`src/rtl/dout_pkg.sv`:
```
// Shared constants and types for the memory-to-stream DMA engine.
// Assumes 32-bit memory words and four-word data descriptors.
package dout_pkg;
    localparam int WORD_W     = 32;
    localparam int LANES      = WORD_W / 8;
    localparam int LANE_W     = $clog2(LANES);
    localparam int DESC_WORDS = 4;

    // Word index inside a descriptor; the order is the memory layout.
    localparam logic [1:0] IDX_NEXT  = 2'd0;
    localparam logic [1:0] IDX_START = 2'd1;
    localparam logic [1:0] IDX_FLAGS = 2'd2;
    localparam logic [1:0] IDX_END   = 2'd3;

    // Flag bits the engine acts on.
    localparam int FLAG_EOL = 0;
    localparam int FLAG_EOP = 3;
    localparam int FLAG_IRQ = 4;

    typedef enum logic [2:0] {
        ST_IDLE,
        ST_LOAD,
        ST_CHECK,
        ST_FETCH,
        ST_SEND,
        ST_WBACK,
        ST_PARK,
        ST_RELOAD
    } dout_state_e;
endpackage

```
`src/rtl/dout_desc_file.sv`:
```
// Holds the four words of the current descriptor.
// Written one word per read beat; one word is read out by index for
// write-back. The decoded pointers and the flag bits are always presented.
module dout_desc_file
    import dout_pkg::*;
#(
    parameter int AW = 32
) (
    input  logic              clk,
    input  logic              rst_n,
    input  logic              wr_en_i,
    input  logic [1:0]        idx_i,
    input  logic [WORD_W-1:0] wr_data_i,
    output logic [WORD_W-1:0] rd_word_o,
    output logic [AW-1:0]     next_o,
    output logic [AW-1:0]     end_o,
    output logic              eol_f_o,
    output logic              eop_f_o,
    output logic              irq_f_o
);
    logic [WORD_W-1:0] words_q [DESC_WORDS];

    // Capture a descriptor word as it arrives from memory.
    always_ff @(posedge clk) begin
        if (!rst_n) begin
            for (int i = 0; i < DESC_WORDS; i++) words_q[i] <= '0;
        end else if (wr_en_i) begin
            words_q[idx_i] <= wr_data_i;
        end
    end

    // Decode fields and the indexed word for write-back.
    assign rd_word_o = words_q[idx_i];
    assign next_o    = words_q[IDX_NEXT][AW-1:0];
    assign end_o     = words_q[IDX_END][AW-1:0];
    assign eol_f_o   = words_q[IDX_FLAGS][FLAG_EOL];
    assign eop_f_o   = words_q[IDX_FLAGS][FLAG_EOP];
    assign irq_f_o   = words_q[IDX_FLAGS][FLAG_IRQ];
endmodule

```
`src/rtl/dout_lane_sel.sv`:
```
// Picks one byte out of a memory word, little-endian lane order.
// Assumes the lane index is already within range.
module dout_lane_sel
    import dout_pkg::*;
(
    input  logic [WORD_W-1:0] word_i,
    input  logic [LANE_W-1:0] lane_i,
    output logic [7:0]        byte_o
);
    logic [7:0] lane_bytes [LANES];

    // Split the word into its byte lanes.
    for (genvar g = 0; g < LANES; g++) begin : g_lane
        assign lane_bytes[g] = word_i[8*g +: 8];
    end

    // Select the addressed lane.
    assign byte_o = lane_bytes[lane_i];
endmodule

```
`src/rtl/dout_ctrl.sv`:
```
// Sequencer of the engine: descriptor load, stepwise byte streaming,
// completion (interrupt, write-back) and chaining, halt and continue.
// Assumes descriptor addresses are word aligned and buffer end is reachable
// from buffer start by incrementing (start <= end).
module dout_ctrl
    import dout_pkg::*;
#(
    parameter int AW       = 32,
    parameter int STEP_MAX = 2048
) (
    input  logic              clk,
    input  logic              rst_n,
    input  logic              run_i,
    input  logic              start_i,
    input  logic [AW-1:0]     start_desc_i,
    input  logic              cont_i,
    output logic              mem_rd_o,
    output logic [AW-1:0]     mem_raddr_o,
    input  logic              mem_rvalid_i,
    input  logic [WORD_W-1:0] mem_rdata_i,
    output logic              mem_wr_o,
    output logic [AW-1:0]     mem_waddr_o,
    input  logic              mem_wack_i,
    output logic              st_valid_o,
    output logic              st_last_o,
    input  logic              st_ready_i,
    output logic              irq_o,
    output logic              eol_o,
    output logic              dwr_en_o,
    output logic [1:0]        idx_o,
    output logic [WORD_W-1:0] word_o,
    output logic [LANE_W-1:0] lane_o,
    input  logic [AW-1:0]     next_i,
    input  logic [AW-1:0]     end_i,
    input  logic              eol_f_i,
    input  logic              eop_f_i,
    input  logic              irq_f_i
);
    localparam int STEP_W = $clog2(STEP_MAX + 1);

    dout_state_e       state_q;
    logic [AW-1:0]     cur_q;
    logic [AW-1:0]     desc_q;
    logic [1:0]        idx_q;
    logic [WORD_W-1:0] word_q;
    logic [STEP_W-1:0] step_q;
    logic              eol_q;
    logic              irq_q;

    logic [AW-1:0] cur_nx;
    logic [AW-1:0] desc_off;
    logic          at_end;
    logic          step_done;

    // Next-byte pointer, descriptor word address and step-end detection.
    always_comb begin
        cur_nx    = cur_q + AW'(1);
        desc_off  = desc_q + AW'({idx_q, 2'b00});
        at_end    = (cur_q == end_i);
        step_done = (cur_nx == end_i) || (step_q == STEP_W'(STEP_MAX - 1));
    end

    // Main sequencer.
    always_ff @(posedge clk) begin
        if (!rst_n) begin
            state_q <= ST_IDLE;
            cur_q   <= '0;
            desc_q  <= '0;
            idx_q   <= '0;
            word_q  <= '0;
            step_q  <= '0;
            eol_q   <= 1'b0;
            irq_q   <= 1'b0;
        end else begin
            irq_q <= 1'b0;
            unique case (state_q)
                ST_IDLE, ST_PARK: begin
                    if (start_i) begin
                        desc_q  <= start_desc_i;
                        idx_q   <= IDX_NEXT;
                        eol_q   <= 1'b0;
                        state_q <= ST_LOAD;
                    end else if (cont_i && state_q == ST_PARK) begin
                        idx_q   <= IDX_NEXT;
                        state_q <= ST_RELOAD;
                    end
                end
                ST_LOAD: begin
                    if (mem_rvalid_i) begin
                        if (idx_q == IDX_START) cur_q <= mem_rdata_i[AW-1:0];
                        idx_q <= idx_q + 2'd1;
                        if (idx_q == IDX_END) state_q <= ST_CHECK;
                    end
                end
                ST_CHECK: begin
                    if (run_i) begin
                        step_q <= '0;
                        if (at_end) begin
                            irq_q   <= irq_f_i;
                            idx_q   <= IDX_NEXT;
                            state_q <= ST_WBACK;
                        end else begin
                            state_q <= ST_FETCH;
                        end
                    end
                end
                ST_FETCH: begin
                    if (mem_rvalid_i) begin
                        word_q  <= mem_rdata_i;
                        state_q <= ST_SEND;
                    end
                end
                ST_SEND: begin
                    if (st_ready_i) begin
                        cur_q  <= cur_nx;
                        step_q <= step_q + STEP_W'(1);
                        if (step_done) state_q <= ST_CHECK;
                        else if (cur_q[LANE_W-1:0] == {LANE_W{1'b1}}) state_q <= ST_FETCH;
                    end
                end
                ST_WBACK: begin
                    if (mem_wack_i) begin
                        idx_q <= idx_q + 2'd1;
                        if (idx_q == IDX_END) begin
                            if (eol_f_i) begin
                                eol_q   <= 1'b1;
                                state_q <= ST_PARK;
                            end else begin
                                desc_q  <= next_i;
                                state_q <= ST_LOAD;
                            end
                        end
                    end
                end
                ST_RELOAD: begin
                    if (mem_rvalid_i) begin
                        idx_q <= idx_q + 2'd1;
                        if (idx_q == IDX_END) begin
                            if (eol_f_i) begin
                                state_q <= ST_PARK;
                            end else begin
                                eol_q   <= 1'b0;
                                desc_q  <= next_i;
                                state_q <= ST_LOAD;
                            end
                        end
                    end
                end
                default: state_q <= ST_IDLE;
            endcase
        end
    end

    // Port decode from the state.
    always_comb begin
        mem_rd_o    = (state_q == ST_LOAD) || (state_q == ST_RELOAD) || (state_q == ST_FETCH);
        mem_raddr_o = (state_q == ST_FETCH) ? {cur_q[AW-1:LANE_W], {LANE_W{1'b0}}} : desc_off;
        mem_wr_o    = (state_q == ST_WBACK);
        mem_waddr_o = desc_off;
        st_valid_o  = (state_q == ST_SEND);
        st_last_o   = (state_q == ST_SEND) && eop_f_i && (cur_nx == end_i);
        dwr_en_o    = ((state_q == ST_LOAD) || (state_q == ST_RELOAD)) && mem_rvalid_i;
        irq_o       = irq_q;
        eol_o       = eol_q;
        idx_o       = idx_q;
        word_o      = word_q;
        lane_o      = cur_q[LANE_W-1:0];
    end
endmodule

```
`src/rtl/dma_out_engine.sv`:
```
// Memory-to-stream engine of one DMA channel: walks a chain of four-word
// data descriptors and streams their buffers as bytes to a client.
// Assumes a memory port with one outstanding request at a time.
module dma_out_engine
    import dout_pkg::*;
#(
    parameter int AW       = 32,
    parameter int STEP_MAX = 2048
) (
    input  logic              clk,
    input  logic              rst_n,
    input  logic              run_i,
    input  logic              start_i,
    input  logic [AW-1:0]     start_desc_i,
    input  logic              cont_i,
    output logic              mem_rd_o,
    output logic [AW-1:0]     mem_raddr_o,
    input  logic              mem_rvalid_i,
    input  logic [WORD_W-1:0] mem_rdata_i,
    output logic              mem_wr_o,
    output logic [AW-1:0]     mem_waddr_o,
    output logic [WORD_W-1:0] mem_wdata_o,
    input  logic              mem_wack_i,
    output logic              st_valid_o,
    output logic [7:0]        st_data_o,
    output logic              st_last_o,
    input  logic              st_ready_i,
    output logic              irq_o,
    output logic              eol_o
);
    logic              dwr_en;
    logic [1:0]        idx;
    logic [WORD_W-1:0] word;
    logic [LANE_W-1:0] lane;
    logic [AW-1:0]     next_ptr;
    logic [AW-1:0]     end_ptr;
    logic              eol_f;
    logic              eop_f;
    logic              irq_f;

    dout_ctrl #(.AW(AW), .STEP_MAX(STEP_MAX)) u_ctrl (
        .clk          (clk),
        .rst_n        (rst_n),
        .run_i        (run_i),
        .start_i      (start_i),
        .start_desc_i (start_desc_i),
        .cont_i       (cont_i),
        .mem_rd_o     (mem_rd_o),
        .mem_raddr_o  (mem_raddr_o),
        .mem_rvalid_i (mem_rvalid_i),
        .mem_rdata_i  (mem_rdata_i),
        .mem_wr_o     (mem_wr_o),
        .mem_waddr_o  (mem_waddr_o),
        .mem_wack_i   (mem_wack_i),
        .st_valid_o   (st_valid_o),
        .st_last_o    (st_last_o),
        .st_ready_i   (st_ready_i),
        .irq_o        (irq_o),
        .eol_o        (eol_o),
        .dwr_en_o     (dwr_en),
        .idx_o        (idx),
        .word_o       (word),
        .lane_o       (lane),
        .next_i       (next_ptr),
        .end_i        (end_ptr),
        .eol_f_i      (eol_f),
        .eop_f_i      (eop_f),
        .irq_f_i      (irq_f)
    );

    dout_desc_file #(.AW(AW)) u_desc (
        .clk       (clk),
        .rst_n     (rst_n),
        .wr_en_i   (dwr_en),
        .idx_i     (idx),
        .wr_data_i (mem_rdata_i),
        .rd_word_o (mem_wdata_o),
        .next_o    (next_ptr),
        .end_o     (end_ptr),
        .eol_f_o   (eol_f),
        .eop_f_o   (eop_f),
        .irq_f_o   (irq_f)
    );

    dout_lane_sel u_lane (
        .word_i (word),
        .lane_i (lane),
        .byte_o (st_data_o)
    );
endmodule

```
`config.mk`:
```
export PLATFORM = sky130hd
export DESIGN_NAME = dma_out_engine
export DESIGN_NICKNAME = d
export VERILOG_FILES = /design/src/rtl/dout_pkg.sv /design/src/rtl/dout_desc_file.sv /design/src/rtl/dout_lane_sel.sv /design/src/rtl/dout_ctrl.sv /design/src/rtl/dma_out_engine.sv
export SDC_FILE = /design/constraint.sdc
export NUM_CORES = 1
export LEC_CHECK = 0
export BUFFER_PORTS_ARGS = -buffer_cell sky130_fd_sc_hd__buf_2
export CORE_MARGIN = 8
export CORE_UTILIZATION = 45
export DETAILED_ROUTE_END_ITERATION = 6
export GPL_TIMING_DRIVEN = 0
export PLACE_DENSITY_LB_ADDON = 0.1
export SLEW_MARGIN = 20
export SYNTH_ARGS = -nofsm -noshare
export SYNTH_HDL_FRONTEND = slang
export SYNTH_SLANG_ARGS = --single-unit
```
`constraint.sdc`:
```
create_clock -name clk -period 3.4 [get_ports clk]
set_clock_uncertainty 0.2 [all_clocks]
set_input_delay 0.34 -clock clk [delete_from_list [all_inputs] [get_ports clk]]
set_output_delay 0.34 -clock clk [all_outputs]
set_load 0.03 [all_outputs]
```
==> Word level (Yosys, flattened, before mapping) <==
Memory sizes are Yosys's and may differ from the RTL's. A register that Yosys moved wholly into a read port is not among the register bits.
Index checks and enable logic that the tools add are counted.
{ "word_totals": {"wordCells": 124, "input_bits": 72, "mem_bits_rw": 128, "regBits": 115, "n_memories": 1, "output_inout_bits": 110} }
{ "mem_list": {"columns": ["name", "words", "word_bits", "read_ports", "rd_clocked_by_memory_dff", "write_ports", "line", "rtl"], "rows": [
  ["u_desc.words_q", 4, 32, 4, 1, 4, "dout_desc_file.sv:21", "logic [WORD_W-1:0] words_q [DESC_WORDS];"]
]} }
{ "op_classes": {"magnitude_cmp": 1, "bitwise": 1, "add_sub_neg": 4, "muxes": 56, "eq_ne": 30, "reduce_logical": 23} }
{ "op_table": {"columns": ["op", "n"], "rows": [
  ["$mux 32", 10],
  ["$pmux 32 s3", 1],
  ["$eq 32x32->1", 2],
  ["$pmux 32 s2", 1],
  ["$mux 3", 14],
  ["$add 32x1->32 const B", 1],
  ["$add 32x4->32", 1],
  ["$reduce_or 32->1", 1],
  ["$mux 12", 2],
  ["$pmux 12 s2", 1],
  ["$pmux 3 s7", 1],
  ["$mux 2", 9],
  ["$ne 2x1->1 const B", 9],
  ["$bmux 8 s2", 1],
  ["$mux 8", 2],
  ["$add 12x1->12 const B", 1],
  ["$eq 12x11->1 const B", 1],
  ["$eq 3x3->1 const B", 4],
  ["$mux 1", 12],
  ["$ne 2x2->1 const B", 6],
  ["$reduce_and 4->1", 3],
  ["$reduce_and 9->1", 1],
  ["$pmux 2 s4", 1],
  ["$reduce_and 8->1", 1],
  ["20 further kinds", 29]
]} }

==> Logic depth before layout (Yosys ltp) <==
Gate-level depths: netlist of run 1.
{ "logic_depth": {"word_depth": 8, "ltp_mapped": 11, "ltp_nobuf": 10} }

==> Cells and area by module <==
From an unflattened synthesis of run 1, not the netlist that was laid out.
{ "unflattened": {"cells_unflattened": 1440, "area_unflattened_um2": 13419.1} }
{ "modules_own_cells": {"columns": ["module", "cells_per_inst", "area_each_um2", "seq_area_each_um2", "n_inst"], "rows": [
  ["dout_ctrl", 1073, 7752.4, 2302.2, 1],
  ["dout_desc_file", 357, 5470.2, 3843.7, 1],
  ["dout_lane_sel", 10, 196.4, 0.0, 1]
]} }

==> Worst setup path after synthesis of run 1 <==
OpenSTA, ideal clock, no wires.
{ "synth_timing": {"path_kind": "register to output", "startpoint": "register u_ctrl.cur_q[0]", "endpoint": "output st_last_o", "path_slack_ns": -0.561, "arrival_ns": 3.421, "required_time_ns": 2.860, "stages_incl_launch_ff": 9, "path_buffers": 0, "path_cell_list": "dfxtp_1 -> ha_1 -> nand3_1 -> or4_4 -> or4_4 -> xor2_1 -> a21o_1 -> or4_4 -> nor3_1"} }
{ "synth_between": {"elab_chain_len": 3} }
{ "synth_lines": {"columns": ["item", "line", "rtl"], "rows": [
  ["from (decl)", "dout_ctrl.sv:42", "logic [AW-1:0] cur_q;"],
  ["from (signal assigned)", "dout_ctrl.sv:90", "if (idx_q == IDX_START) cur_q <= mem_rdata_i[AW-1:0];"],
  ["from (signal assigned)", "dout_ctrl.sv:115", "cur_q <= cur_nx;"],
  ["$add 32x1->32", "dout_ctrl.sv:57", "cur_nx = cur_q + AW'(1);"],
  ["$eq 32x32->1", "dout_ctrl.sv:161", "st_last_o = (state_q == ST_SEND) && eop_f_i && (cur_nx == end_i);"],
  ["$logic_and 1x1->1", "dout_ctrl.sv:161", null],
  ["to (decl)", "dma_out_engine.sv:26", "output logic st_last_o,"]
]} }
Every way passes these cells.

==> Final worst setup path of run 1 <==
{ "layout_timing": {"startpoint": "register u_ctrl.cur_q[22]", "endpoint": "output st_last_o"} }
Same word-level chain as after synthesis.

==> run_results.csv, run 1 <==
group,metric,value,unit
cells_and_area,final_cell_area,17630,um^2
synthesis,synth.avg_cell_area,9.867,um^2
die,core_ar,30270,um^2
placed_design,placed_cell_area,15290,um^2
detailed_routing,detail_route.drc_violations,0,
sta,fin_ws,-730.6,ps
synthesis,synth_async_sr_flop_share,0,%
clock_network,insertion_delay,570,ps
pwr,static-leakage-power,0.007309,uW
synthesis,synth_cell_types,70,
sta,finalCritPeriodShare,121.5,%
synthesis,synth_enable_flop_cells,128,
cells_and_area,share_of_post_route_cells_with_drive_strength_above_1,26.88,%
sta,slew-limit-headroom,37.37,%
detailed_routing,wl_per_cell,25.78,um
worst_setup_path,arr_time_crit_path,3590,ps
synthesis,ys_top_cells_by_area,"sky130_fd_sc_hd__edfxtp_1, sky130_fd_sc_hd__dfxtp_1, sky130_fd_sc_hd__mux4_2",
clock_network,number_of_sinks_on_the_clock_net,245,
status,failed_checks,"negative setup slack",
global_routing,gr-max-usage-layer,"met2",
synthesis,ys_top_cells_by_count,"sky130_fd_sc_hd__nand2_1, sky130_fd_sc_hd__edfxtp_1, sky130_fd_sc_hd__and2_1",
worst_setup_path,cp-start-kind,"flop",
worst_setup_path,crit_end,"st_last_o",
detailed_routing,first_pass_iters,5,
worst_setup_path,regToRegEndpoint,"u_ctrl.state_q[2]",
worst_setup_path,critical_path.endpoint_type,"output port",
synthesis,synth.yosys.warnings,0,
synthesis,synthesis.instances,1388,
global_routing,globalRoute.totalOverflow,0,
sta,period_minus_slack,4131,ps
synthesis,post-synth-top-count-cell,"sky130_fd_sc_hd__nand2_1",
global_routing,grtUsageMet1,40.74,%
die,die_y,190.5,um
pwr,ir_worst_vdd,0.4054,mV
pwr,power-per-cell-area,620.5,nW/um^2
global_routing,first_global_vias,12120,
synthesis,post-synth-top-area-cell,"sky130_fd_sc_hd__edfxtp_1",
detailed_routing,routed_via_count_divided_by_cell_count,5.864,
die,initial_utilization,45.25,%
sta,max_freq,0.2421,GHz
synthesis,synthesized_flop_and_latch_total,245,
global_routing,grt_pass1_wl,79410,um
synthesis,seq_area_frac_synth,45.17,%
global_routing,largest_net_degree_at_the_start_of_global_routing,22,
clock_network,tritoncts.num_buffers,28,
placed_design,preCtsSetupSlack,-862.3,ps
clock_network,tritoncts,"done",
placed_design,gp_congestion,1.005,
cells_and_area,multi_input_area,7239,um^2
synthesis,netlist.area_leader.share,28.07,%
worst_hold_path,hp-class,"primary input to flop",
die,row_count,64,
placed_design,port_buffers,181,
cells_and_area,area.growth.synth_to_final,28.72,%
die,num_io_pins,182,
detailed_routing,final_wirelength,55120,um
worst_setup_path,critPathLaunch,"u_ctrl.cur_q[22]",
placed_design,place.detailed.hpwl,40590,um
worst_setup_path,critPathKind,"flop to output port",
worst_setup_path,rr_startpoint,"u_ctrl.cur_q[22]",
clock_network,clock_slew_at_reported_path_ffs,60,ps
synthesis,ys_dominant_reg_cell,"sky130_fd_sc_hd__edfxtp_1",
sta,timing.final.setup_violations,4,
status,run_status,"finished with violations",
sta,drv_slew,0,
cells_and_area,layout.cells.non_filler,2138,
worst_setup_path,rr_worst_depth,13,
die,floorplan.die.width,190.5,um
clock_network,h_tree_level_count,1,
detailed_routing,drt.antenna.violating_nets,0,
global_routing,met3_usage,6.858,%
placed_design,cell_count_after_placement,1971,
worst_setup_path,critPathMaxFanout,5,
sta,grt_setup_unrepaired,"yes",
worst_setup_path,r2r_slack,-670,ps
cells_and_area,net_count_reported_at_finish,1798,
clock_network,cts_root_buffer,"sky130_fd_sc_hd__clkbuf_16",
global_routing,met2_global_route_usage,45.15,%
sta,timing_hold_violations_final,0,
synthesis,syn_nets,1467,
global_routing,grt_antenna_before_repair,3,
synthesis,syn-cell-area,13700,um^2
detailed_routing,drc_marker_count_from_the_first_detailed_route_iteration,1371,
die,die-area,36270,um^2
worst_setup_path,crit_required,2860,ps
cells_and_area,fillerInstances,2706,
flow_run,timing.max_cap.violations,0,
cells_and_area,final-seq-area,6221,um^2
clock_network,cts_buffer_depth,3,
global_routing,grt.total_usage,29.45,%
sta,worstMarginPinSlew,939.4,ps
detailed_routing,via_count,12540,
[kinds of logic (layout without fill, tap and decap cells)]
group,after synthesis,in the layout,synth area share (%)
xor+xnor,89,89,5.692
flops,245,245,45.17
other cells,0,1,0
mux,72,72,9.181
compound gates,228,228,11.48
buf+inv,129,482,4.477
simple gates,618,618,23.31
fa+ha+maj,7,7,0.6943
[layout by cell type (no fill, tap or decap), types with 13 or more instances in the layout]
cell type | Yosys | routed
sky130_fd_sc_hd__nand3_1 | 105 | 103
sky130_fd_sc_hd__buf_2 | 4 | 174
sky130_fd_sc_hd__and2_1 | 121 | 120
sky130_fd_sc_hd__nand2_1 | 170 | 163
sky130_fd_sc_hd__mux2_2 | 29 | 27
sky130_fd_sc_hd__dfxtp_2 | 0 | 13
sky130_fd_sc_hd__nor3_1 | 24 | 19
sky130_fd_sc_hd__xor2_1 | 32 | 32
sky130_fd_sc_hd__nor2_1 | 64 | 57
sky130_fd_sc_hd__dlygate4sd3_1 | 1 | 66
sky130_fd_sc_hd__a21boi_0 | 37 | 37
sky130_fd_sc_hd__o211a_1 | 34 | 34
sky130_fd_sc_hd__xnor2_1 | 57 | 50
sky130_fd_sc_hd__edfxtp_1 | 128 | 128
sky130_fd_sc_hd__dfxtp_1 | 117 | 99
sky130_fd_sc_hd__nand4_1 | 21 | 21
sky130_fd_sc_hd__clkbuf_1 | 76 | 74
sky130_fd_sc_hd__buf_6 | 13 | 23
sky130_fd_sc_hd__and3_1 | 49 | 49
sky130_fd_sc_hd__mux4_2 | 40 | 40
sky130_fd_sc_hd__buf_4 | 4 | 62
sky130_fd_sc_hd__a21oi_1 | 47 | 46
sky130_fd_sc_hd__o21ai_0 | 52 | 51
sky130_fd_sc_hd__inv_1 | 21 | 18
sky130_fd_sc_hd__clkbuf_16 | 0 | 28
[worst min-delay path by stage]
stage	depth (start not counted)	to	slack [ps]	startpoint
after floorplan	2	u_ctrl.word_o[10]	240	u_ctrl.word_o[10]
after global placement	2	u_ctrl.word_o[9]	250	u_ctrl.word_o[9]
after detailed placement	2	u_ctrl.word_o[17]	260	u_ctrl.word_o[17]
after CTS	4	u_ctrl.state_q[2]	30	start_i
after global routing	4	u_ctrl.state_q[2]	90	start_i
final	4	u_ctrl.state_q[2]	40	start_i
[report_power, final]
| group | total (uW) | leakage [uW] | internal [uW] | switching (uW) |
|---|---|---|---|---|
| registers | 3840 | 0.00228 | 3450 | 384 |
| clock network | 2970 | 0.000428 | 1710 | 1260 |
| logic | 4130 | 0.00460 | 1460 | 2670 |
| total | 10900 | 0.00731 | 6630 | 4310 |
[metrics by stage]
step	setup TNS, ps	utilization, %	power [uW]	hold slack (ps)
final	-2606	58.24	10940	42.73
after global routing	-2834	58.23	11370	85.79
after CTS	-1760	56.80	10820	28.55
after detailed placement	-12350	50.51	7748	256.8
after global placement	-325100	50.06	7701	251.0
after floorplan	-23.13	-	6402	240.2
[sequential cells by signal, summed over array words and instances, names as in the netlist, named ones only]
register	flops
u_ctrl.eol_o	1
u_ctrl.cur_q	32
u_desc.words_q	128
u_ctrl.word_o	32
u_ctrl.desc_q	32
u_ctrl.irq_o	1
u_ctrl.step_q	12
u_ctrl.idx_o	2
u_ctrl.state_q	3
[final cells by class]
class	instances	share of cell area, %
diodes	1	0.01419
plain buffers	96	3.031
clock buffers	43	4.599
clock inverters	9	0.4613
inverters	22	0.4968
multi-input cells	1014	41.06
flip-flops and latches	245	35.29
well taps	396	2.811
repair buffers	312	12.24
[repair_timing]
action / CTS / global route
endpoints found under the hold margin: 110 / 0
resized for setup: 65 / 50
pin swaps: 14 / 18
endpoints found under the setup margin: 122 / 105
hold buffers: 65 / 0
buffers inserted: 18 / 42
[metal layers]
| metal | part of all wire (%) | routed length [um] | up-vias |
|---|---|---|---|
| met3 | 9.6 | 5308 | 100 |
| met2 | 44 | 24300 | 558 |
| met4 | 3.1 | 1712 | 4 |
| met1 | 43 | 23770 | 6194 |
| met5 | 0.045 | 25 | - |
| li1 | - | - | 5681 |
[critical path: stages (launching register included)]
cell and delay (ps):
sky130_fd_sc_hd__dfxtp_1 500, sky130_fd_sc_hd__nand3_1 210, sky130_fd_sc_hd__nor2_2 220, sky130_fd_sc_hd__nand4_1 220, sky130_fd_sc_hd__or4_4 570, sky130_fd_sc_hd__a2111o_1 390, sky130_fd_sc_hd__or4_4 620, sky130_fd_sc_hd__nor3_4 150
sky130_fd_sc_hd__buf_6 150
No activity file was read; power rests on OpenSTA's default activity.
==> run 2, diff against run 1 <==
--- a/config.mk
+++ b/config.mk
@@ -11,6 +11,7 @@
 export DETAILED_ROUTE_END_ITERATION = 6
 export GPL_TIMING_DRIVEN = 0
 export PLACE_DENSITY_LB_ADDON = 0.1
+export RECOVER_POWER = 25
 export SLEW_MARGIN = 20
 export SYNTH_ARGS = -nofsm -noshare
 export SYNTH_HDL_FRONTEND = slang
==> run_results.csv, run 2 (same netlist as run 1, synthesis figures left out) <==
group,metric,value,unit
sta,timing.final.setup_violations,253,
detailed_routing,via_count,12560,
clock_network,number_of_sinks_on_the_clock_net,245,
cells_and_area,num_antenna_cells,0,
pwr,clockPowerShare,27.2,%
worst_setup_path,critPathMaxFanout,6,
detailed_routing,routed_via_count_divided_by_cell_count,5.876,
die,row_count,64,
placed_design,preCtsSetupSlack,-862.3,ps
clock_network,cts_root_buffer,"sky130_fd_sc_hd__clkbuf_16",
sta,slew-limit-headroom,11.33,%
global_routing,largest_net_degree_at_the_start_of_global_routing,22,
worst_hold_path,worstHoldPathCells,4,
pwr,sw_frac_of_total,39.48,%
pwr,ir_worst_vdd,0.4066,mV
die,initial_utilization,45.25,%
pwr,internal_power,6603,uW
worst_setup_path,arr_time_crit_path,3570,ps
die,core_ar,30270,um^2
cells_and_area,area.growth.synth_to_final,28.28,%
pwr,netSwitchingPower,4307,uW
pwr,seqPwrFrac,35.2,%
global_routing,first_global_vias,12120,
worst_setup_path,rr_worst_depth,13,
detailed_routing,drc_marker_count_from_the_first_detailed_route_iteration,1325,
global_routing,globalRoute.totalOverflow,0,
worst_setup_path,cp-start-kind,"flop",
cells_and_area,largest_register_ffs,128,
sta,timing_hold_violations_final,0,
detailed_routing,first_pass_iters,5,
pwr,combinational_fraction_of_design_power,37.6,%
sta,max_freq,0.2433,GHz
clock_network,insertion_delay,570,ps
sta,fin_ws,-709.5,ps
worst_setup_path,crit_required,2860,ps
clock_network,clock_slew_at_reported_path_ffs,60,ps
status,failed_checks,"negative setup slack",
clock_network,h_tree_level_count,1,
sta,worstMarginPinSlew,1320,ps
sta,finalCritPeriodShare,120.9,%
status,run_status,"finished with violations",
die,floorplan.die.width,190.5,um
flow_run,timing.max_cap.violations,0,
die,die_y,190.5,um
global_routing,grt_pass1_wl,79410,um
worst_setup_path,critical_path.endpoint_type,"output port",
sta,drv_slew,0,
detailed_routing,detail_route.drc_violations,0,
placed_design,place.detailed.hpwl,40590,um
cells_and_area,share_of_post_route_cells_with_drive_strength_above_1,25.16,%
clock_network,tritoncts.num_buffers,28,
pwr,static-leakage-power,0.007183,uW
die,num_io_pins,182,
cells_and_area,mostFrequentLayoutCell,"sky130_fd_sc_hd__nand2_1",
placed_design,gp_congestion,1.005,
global_routing,grt_antenna_before_repair,3,
sta,setup-tns-final,-75390,ps
die,die-area,36270,um^2
placed_design,port_buffers,181,
cells_and_area,registers.top_by_ff_count,"u_desc.words_q",
cells_and_area,net_count_reported_at_finish,1798,
cells_and_area,final_cell_mix,"sky130_fd_sc_hd__nand2_1, sky130_fd_sc_hd__buf_2, sky130_fd_sc_hd__edfxtp_1",
clock_network,cts_buffer_depth,3,
detailed_routing,wl_per_cell,25.77,um
worst_setup_path,critPathKind,"flop to output port",
clock_network,tritoncts,"done",
sta,grt_setup_unrepaired,"yes",
sta,period_minus_slack,4110,ps
worst_hold_path,hp-class,"primary input to flop",
pwr,power-per-cell-area,621.0,nW/um^2
detailed_routing,final_wirelength,55070,um
global_routing,grt.total_usage,29.45,%
detailed_routing,drt.antenna.violating_nets,0,
## run 2: cell type report
cell class / count / area [um^2]
clock buffers: 43 / 810.8
well taps: 396 / 495.5
clock inverters: 9 / 81.33
plain buffers: 96 / 534.3
flip-flops and latches: 245 / 6221
multi-input cells: 1014 / 7223
inverters: 22 / 87.58
fillers: 2734 / 12700
repair buffers: 312 / 2115
## run 2: what timing repair did
action / in CTS / in global routing
hold endpoints to repair: 110 / 0
pin swaps: 14 / 18
resized for setup: 65 / 50
endpoints found under the setup margin: 122 / 105
setup buffers: 18 / 42
hold buffers: 65 / 0
## run 2: stage by stage
| step | utilization, % | cell area [um^2] | power, uW | hold WS (ps) | cells |
|---|---|---|---|---|---|
| after floorplan | - | 13750 | 6402 | 240.2 | 1388 |
| after global routing | 58.04 | 17570 | 11340 | 85.79 | 2137 |
| after detailed placement | 50.51 | 15290 | 7748 | 256.8 | 1971 |
| after CTS | 56.80 | 17190 | 10820 | 28.55 | 2100 |
| after global placement | 50.06 | 15150 | 7701 | 251.0 | 1965 |
| final | 58.04 | 17570 | 10910 | 38.96 | 2137 |
## run 2: critical path, stage by stage, from the launching register on
cell and delay, ps:
sky130_fd_sc_hd__dfxtp_4 380, sky130_fd_sc_hd__nand4_1 240, sky130_fd_sc_hd__nor4_4 260, sky130_fd_sc_hd__nand4_1 240
sky130_fd_sc_hd__or4_4 570, sky130_fd_sc_hd__a2111o_1 390, sky130_fd_sc_hd__or4_4 610, sky130_fd_sc_hd__nor3_4 140
sky130_fd_sc_hd__buf_6 150
## run 2: power groups by stage
stage	Clock, uW	Sequential, uW	Combinational, uW
5_1_grt	3110	3870	4360
4_1_cts	3000	3780	4050
6_report	2970	3840	4100
3_5_place_dp	0	3830	3920
3_3_place_gp	0	3820	3880
2_1_floorplan	0	3690	2710
## run 2: routing by layer
metal,wire length (um),track usage [%]
met1,23390,40.74
met2,24350,45.15
met3,5600,6.858
met4,1703,9.218
met5,25,0
## run 2: path summary, 6_finish.rpt
check / endpoint / slack, ps / start
setup / recovery: st_last_o / -710 / u_ctrl.cur_q[0]
setup reg to reg: u_ctrl.state_q[2] / -660 / u_ctrl.cur_q[0]
hold / removal: u_ctrl.state_q[2] / 40 / start_i
hold reg to reg: u_ctrl.word_o[11] / 260 / u_ctrl.word_o[11]
==> run 3, diff against run 2 <==
--- a/config.mk
+++ b/config.mk
@@ -15,4 +15,5 @@
 export SLEW_MARGIN = 20
 export SYNTH_ARGS = -nofsm -noshare
 export SYNTH_HDL_FRONTEND = slang
+export SYNTH_HIERARCHICAL = 1
 export SYNTH_SLANG_ARGS = --single-unit
==> run_results.csv, run 3 <==
group,metric,value,unit
detailed_routing,wl_per_cell,25.53,um
detailed_routing,first_pass_iters,6,
cells_and_area,share_of_post_route_cells_with_drive_strength_above_1,27.41,%
synthesis,syn_nets,1519,
synthesis,synthesis.instances,1440,
worst_setup_path,critical-path-top-cell-by-count,"sky130_fd_sc_hd__or4_4",
worst_setup_path,crit_slowest_cell,"sky130_fd_sc_hd__or4_4",
clock_network,number_of_sinks_on_the_clock_net,243,
synthesis,post-synth-top-count-cell,"sky130_fd_sc_hd__nor2_1",
clock_network,tritoncts.num_buffers,27,
worst_hold_path,hold_start,"start_i",
detailed_routing,drc_marker_count_from_the_first_detailed_route_iteration,1590,
detailed_routing,met3_length,5874,um
worst_setup_path,arr_time_crit_path,3420,ps
detailed_routing,via_count,12970,
worst_setup_path,r2r_slack,-390,ps
pwr,sw_frac_of_total,40.73,%
synthesis,ys_dominant_reg_cell,"sky130_fd_sc_hd__edfxtp_1",
clock_network,tritoncts,"done",
status,failed_checks,"negative setup slack",
worst_setup_path,critPathMaxFanout,9,
worst_setup_path,critical_path.max_stage_delay,600,ps
global_routing,first_global_vias,12500,
sta,timing.final.setup_violations,163,
pwr,power-per-cell-area,670.1,nW/um^2
die,die_y,188.7,um
worst_setup_path,regToRegEndpoint,"u_desc/words_q[3][8]",
sta,finalCritPeriodShare,116.6,%
synthesis,synth_adder_area_share,0.7086,%
synthesis,ys_top_cells_by_count,"sky130_fd_sc_hd__nor2_1, sky130_fd_sc_hd__nand2_1, sky130_fd_sc_hd__edfxtp_1",
detailed_routing,routed.top_layer,"met4",
clock_network,clock_slew_at_reported_path_ffs,70,ps
pwr,clockPowerShare,26.1,%
worst_hold_path,hold_path_end,"u_ctrl/state_q[2]",
synthesis,syn-cell-area,13420,um^2
synthesis,synth_enable_flop_cells,128,
pwr,seqPwrFrac,32.9,%
sta,max_freq,0.2522,GHz
clock_network,cts_buffer_depth,3,
worst_setup_path,timing.critical_path.cells,"ha_1 > clkbuf_8 > nand3_4 > or4_4 > nor2_1 > o22ai_1 > or4_4 > nor4_4 > buf_6",
cells_and_area,num_antenna_cells,0,
global_routing,grt_antenna_before_repair,0,
sta,fin_ws,-565.0,ps
sta,period_minus_slack,3965,ps
flow_run,timing.max_cap.violations,0,
die,core_ar,29480,um^2
die,num_io_pins,182,
synthesis,yosys.area_share.xor_xnor,5.483,%
pwr,internal_power,7099,uW
detailed_routing,final_wirelength,55790,um
global_routing,grt_pass1_wl,81030,um
detailed_routing,routed-wl-met2,25260,um
sta,worstMarginPinSlew,843.9,ps
die,die-area,35600,um^2
clock_network,cts_root_buffer,"sky130_fd_sc_hd__clkbuf_16",
sta,timing_hold_violations_final,0,
sta,slew-limit-headroom,43.74,%
worst_setup_path,critical-path-top-delay-family,"simple AND/OR/NAND/NOR gates",
cells_and_area,mostFrequentLayoutCell,"sky130_fd_sc_hd__nor2_1",
clock_network,insertion_delay,560,ps
synthesis,synth_simple_gate_area_share,21.62,%
pwr,netSwitchingPower,4879,uW
synthesis,netlist.area_leader.share,28.64,%
cells_and_area,registers.top_by_ff_count,"u_desc/words_q",
worst_setup_path,critical_path.endpoint_type,"output port",
placed_design,port_buffers,179,
pwr,static-leakage-power,0.007135,uW
global_routing,grt.total_usage,29.83,%
worst_setup_path,rr_startpoint,"u_ctrl/state_q[0]",
synthesis,seq_area_frac_synth,45.80,%
worst_setup_path,crit_required,2860,ps
synthesis,synth.yosys.warnings,6,
cells_and_area,finish.utilization,60.63,%
placed_design,gp_congestion,0.9872,
sta,setup-tns-final,-34540,ps
cells_and_area,net_count_reported_at_finish,1853,
synthesis,synth_async_sr_flop_share,0,%
synthesis,synth_top_family_by_area,"simple AND/OR/NAND/NOR gates",
synthesis,synthesized_flop_and_latch_total,243,
worst_setup_path,cp-start-kind,"flop",
detailed_routing,detail_route.drc_violations,0,
cells_and_area,area.growth.synth_to_final,33.19,%
die,row_count,63,
synthesis,synth_cell_types,72,
detailed_routing,wl_met1,22500,um
sta,grt_setup_unrepaired,"yes",
worst_setup_path,critPathKind,"flop to output port",
detailed_routing,drt.antenna.violating_nets,0,
pwr,ir_worst_vdd,0.5225,mV
synthesis,synth_compound_gate_area_share,10.62,%
worst_setup_path,rr_worst_depth,10,
worst_setup_path,crit_buf_inv,2,
pwr,combinational_fraction_of_design_power,41.0,%
sta,drv_slew,0,
worst_hold_path,hp-class,"primary input to flop",
cells_and_area,largest_register_ffs,128,
worst_hold_path,worstHoldPathCells,4,
synthesis,synth.avg_cell_area,9.319,um^2
die,initial_utilization,45.52,%
cells_and_area,final_cell_mix,"sky130_fd_sc_hd__nor2_1, sky130_fd_sc_hd__nand2_1, sky130_fd_sc_hd__buf_2",
clock_network,h_tree_level_count,1,
global_routing,globalRoute.totalOverflow,0,
synthesis,ys_top_cells_by_area,"sky130_fd_sc_hd__edfxtp_1, sky130_fd_sc_hd__dfxtp_1, sky130_fd_sc_hd__mux4_2",
detailed_routing,routed_via_count_divided_by_cell_count,5.935,
placed_design,place.detailed.hpwl,41270,um
status,run_status,"finished with violations",
synthesis,synth_mux_area_share,9.865,%
global_routing,largest_net_degree_at_the_start_of_global_routing,25,
synthesis,post-synth-top-area-cell,"sky130_fd_sc_hd__edfxtp_1",
die,floorplan.die.width,188.7,um
-- run 3: cell types whose count changed after synthesis, moves of 21 or more --
| cell | delta |
|---|---|
| sky130_fd_sc_hd__a21boi_0 | -37 |
| sky130_fd_sc_hd__a21oi_1 | +44 |
| sky130_fd_sc_hd__a311oi_1 | +34 |
| sky130_fd_sc_hd__and2_1 | -111 |
| sky130_fd_sc_hd__and3_1 | -39 |
| sky130_fd_sc_hd__buf_2 | +21 |
| sky130_fd_sc_hd__inv_1 | +26 |
| sky130_fd_sc_hd__nor2_1 | +153 |
| sky130_fd_sc_hd__o211a_1 | -34 |
-- run 3: power groups by stage --
| stage | Combinational (uW) | Clock, uW | Sequential (uW) |
|---|---|---|---|
| after floorplan | 3140 | 0 | 3750 |
| after global routing | 5190 | 3290 | 3970 |
| after CTS | 4690 | 3150 | 3880 |
| after detailed placement | 4480 | 0 | 3920 |
| after global placement | 4420 | 0 | 3930 |
| final | 4900 | 3130 | 3940 |
-- run 3: cell families after synthesis --
kind of cell / Yosys count
AO/OA/AOI/OAI: 227
adder cells (fa/ha/maj): 7
flip-flops: 243
multiplexers: 77
AND/OR/NAND/NOR: 629
buffers and inverters: 173
XOR/XNOR: 84
-- run 3: worst max path at each step --
stage / start / slack [ps] / end / depth (start not counted)
3_5_place_dp: u_ctrl/cur_q[0] / -1050 / u_ctrl/state_q[2] / 11
5_1_grt: u_ctrl/cur_q[0] / -610 / st_last_o / 8
2_1_floorplan: u_ctrl/state_q[0] / -520 / u_desc/words_q[0][0] / 9
3_3_place_gp: u_ctrl/state_q[0] / -2580 / u_desc/words_q[2][5] / 9
4_1_cts: u_ctrl/idx_o[0] / -580 / mem_raddr_o[30] / 13
6_report: u_ctrl/cur_q[0] / -560 / st_last_o / 9
-- run 3: tightest hold or removal path, cell delays in order --
cell	delay (ps)
sky130_fd_sc_hd__buf_2	160
sky130_fd_sc_hd__o311ai_0	130
sky130_fd_sc_hd__o311ai_0	110
sky130_fd_sc_hd__mux2i_1	70
-- run 3: area by class of cell --
cell class | instances | area (um^2)
fillers | 2599 | 11610
multi-input cells | 1024 | 7109
flip-flops and latches | 243 | 6175
repair buffers | 314 | 2372
clock buffers | 32 | 734.5
plain buffers | 115 | 600.6
well taps | 390 | 488.0
clock inverters | 18 | 210.2
inverters | 49 | 183.9
-- run 3: per-layer routing --
layer  vias up  track usage (%)
li1       5814                -
met1      6263            40.30
met2       768            46.26
met3       123            6.433
met4         0            11.33
met5         -                0
-- run 3: per-stage QoR --
stage / instance area (um^2) / setup WS (ps) / cells / hold WS (ps) / total power, uW
CTS: 17400 / -578.3 / 2167 / 70.60 / 11720
finish: 17870 / -565.0 / 2185 / 104.9 / 11980
global route: 17870 / -607.3 / 2185 / 98.84 / 12450
floorplan: 13610 / -522.6 / 1440 / 233.1 / 6896
global placement: 15000 / -2580 / 2009 / 240.6 / 8347
detailed placement: 15170 / -1046 / 2015 / 246.5 / 8405
-- run 3: what timing repair did --
action | 4_1_cts | 5_1_grt
endpoints found under the setup margin | 293 | 68
resized for setup | 91 | 102
setup buffers | 44 | 28
pin swaps | 25 | 25
endpoints found under the hold margin | 67 | 0
hold buffers | 65 | 0
gates cloned | 0 | 0
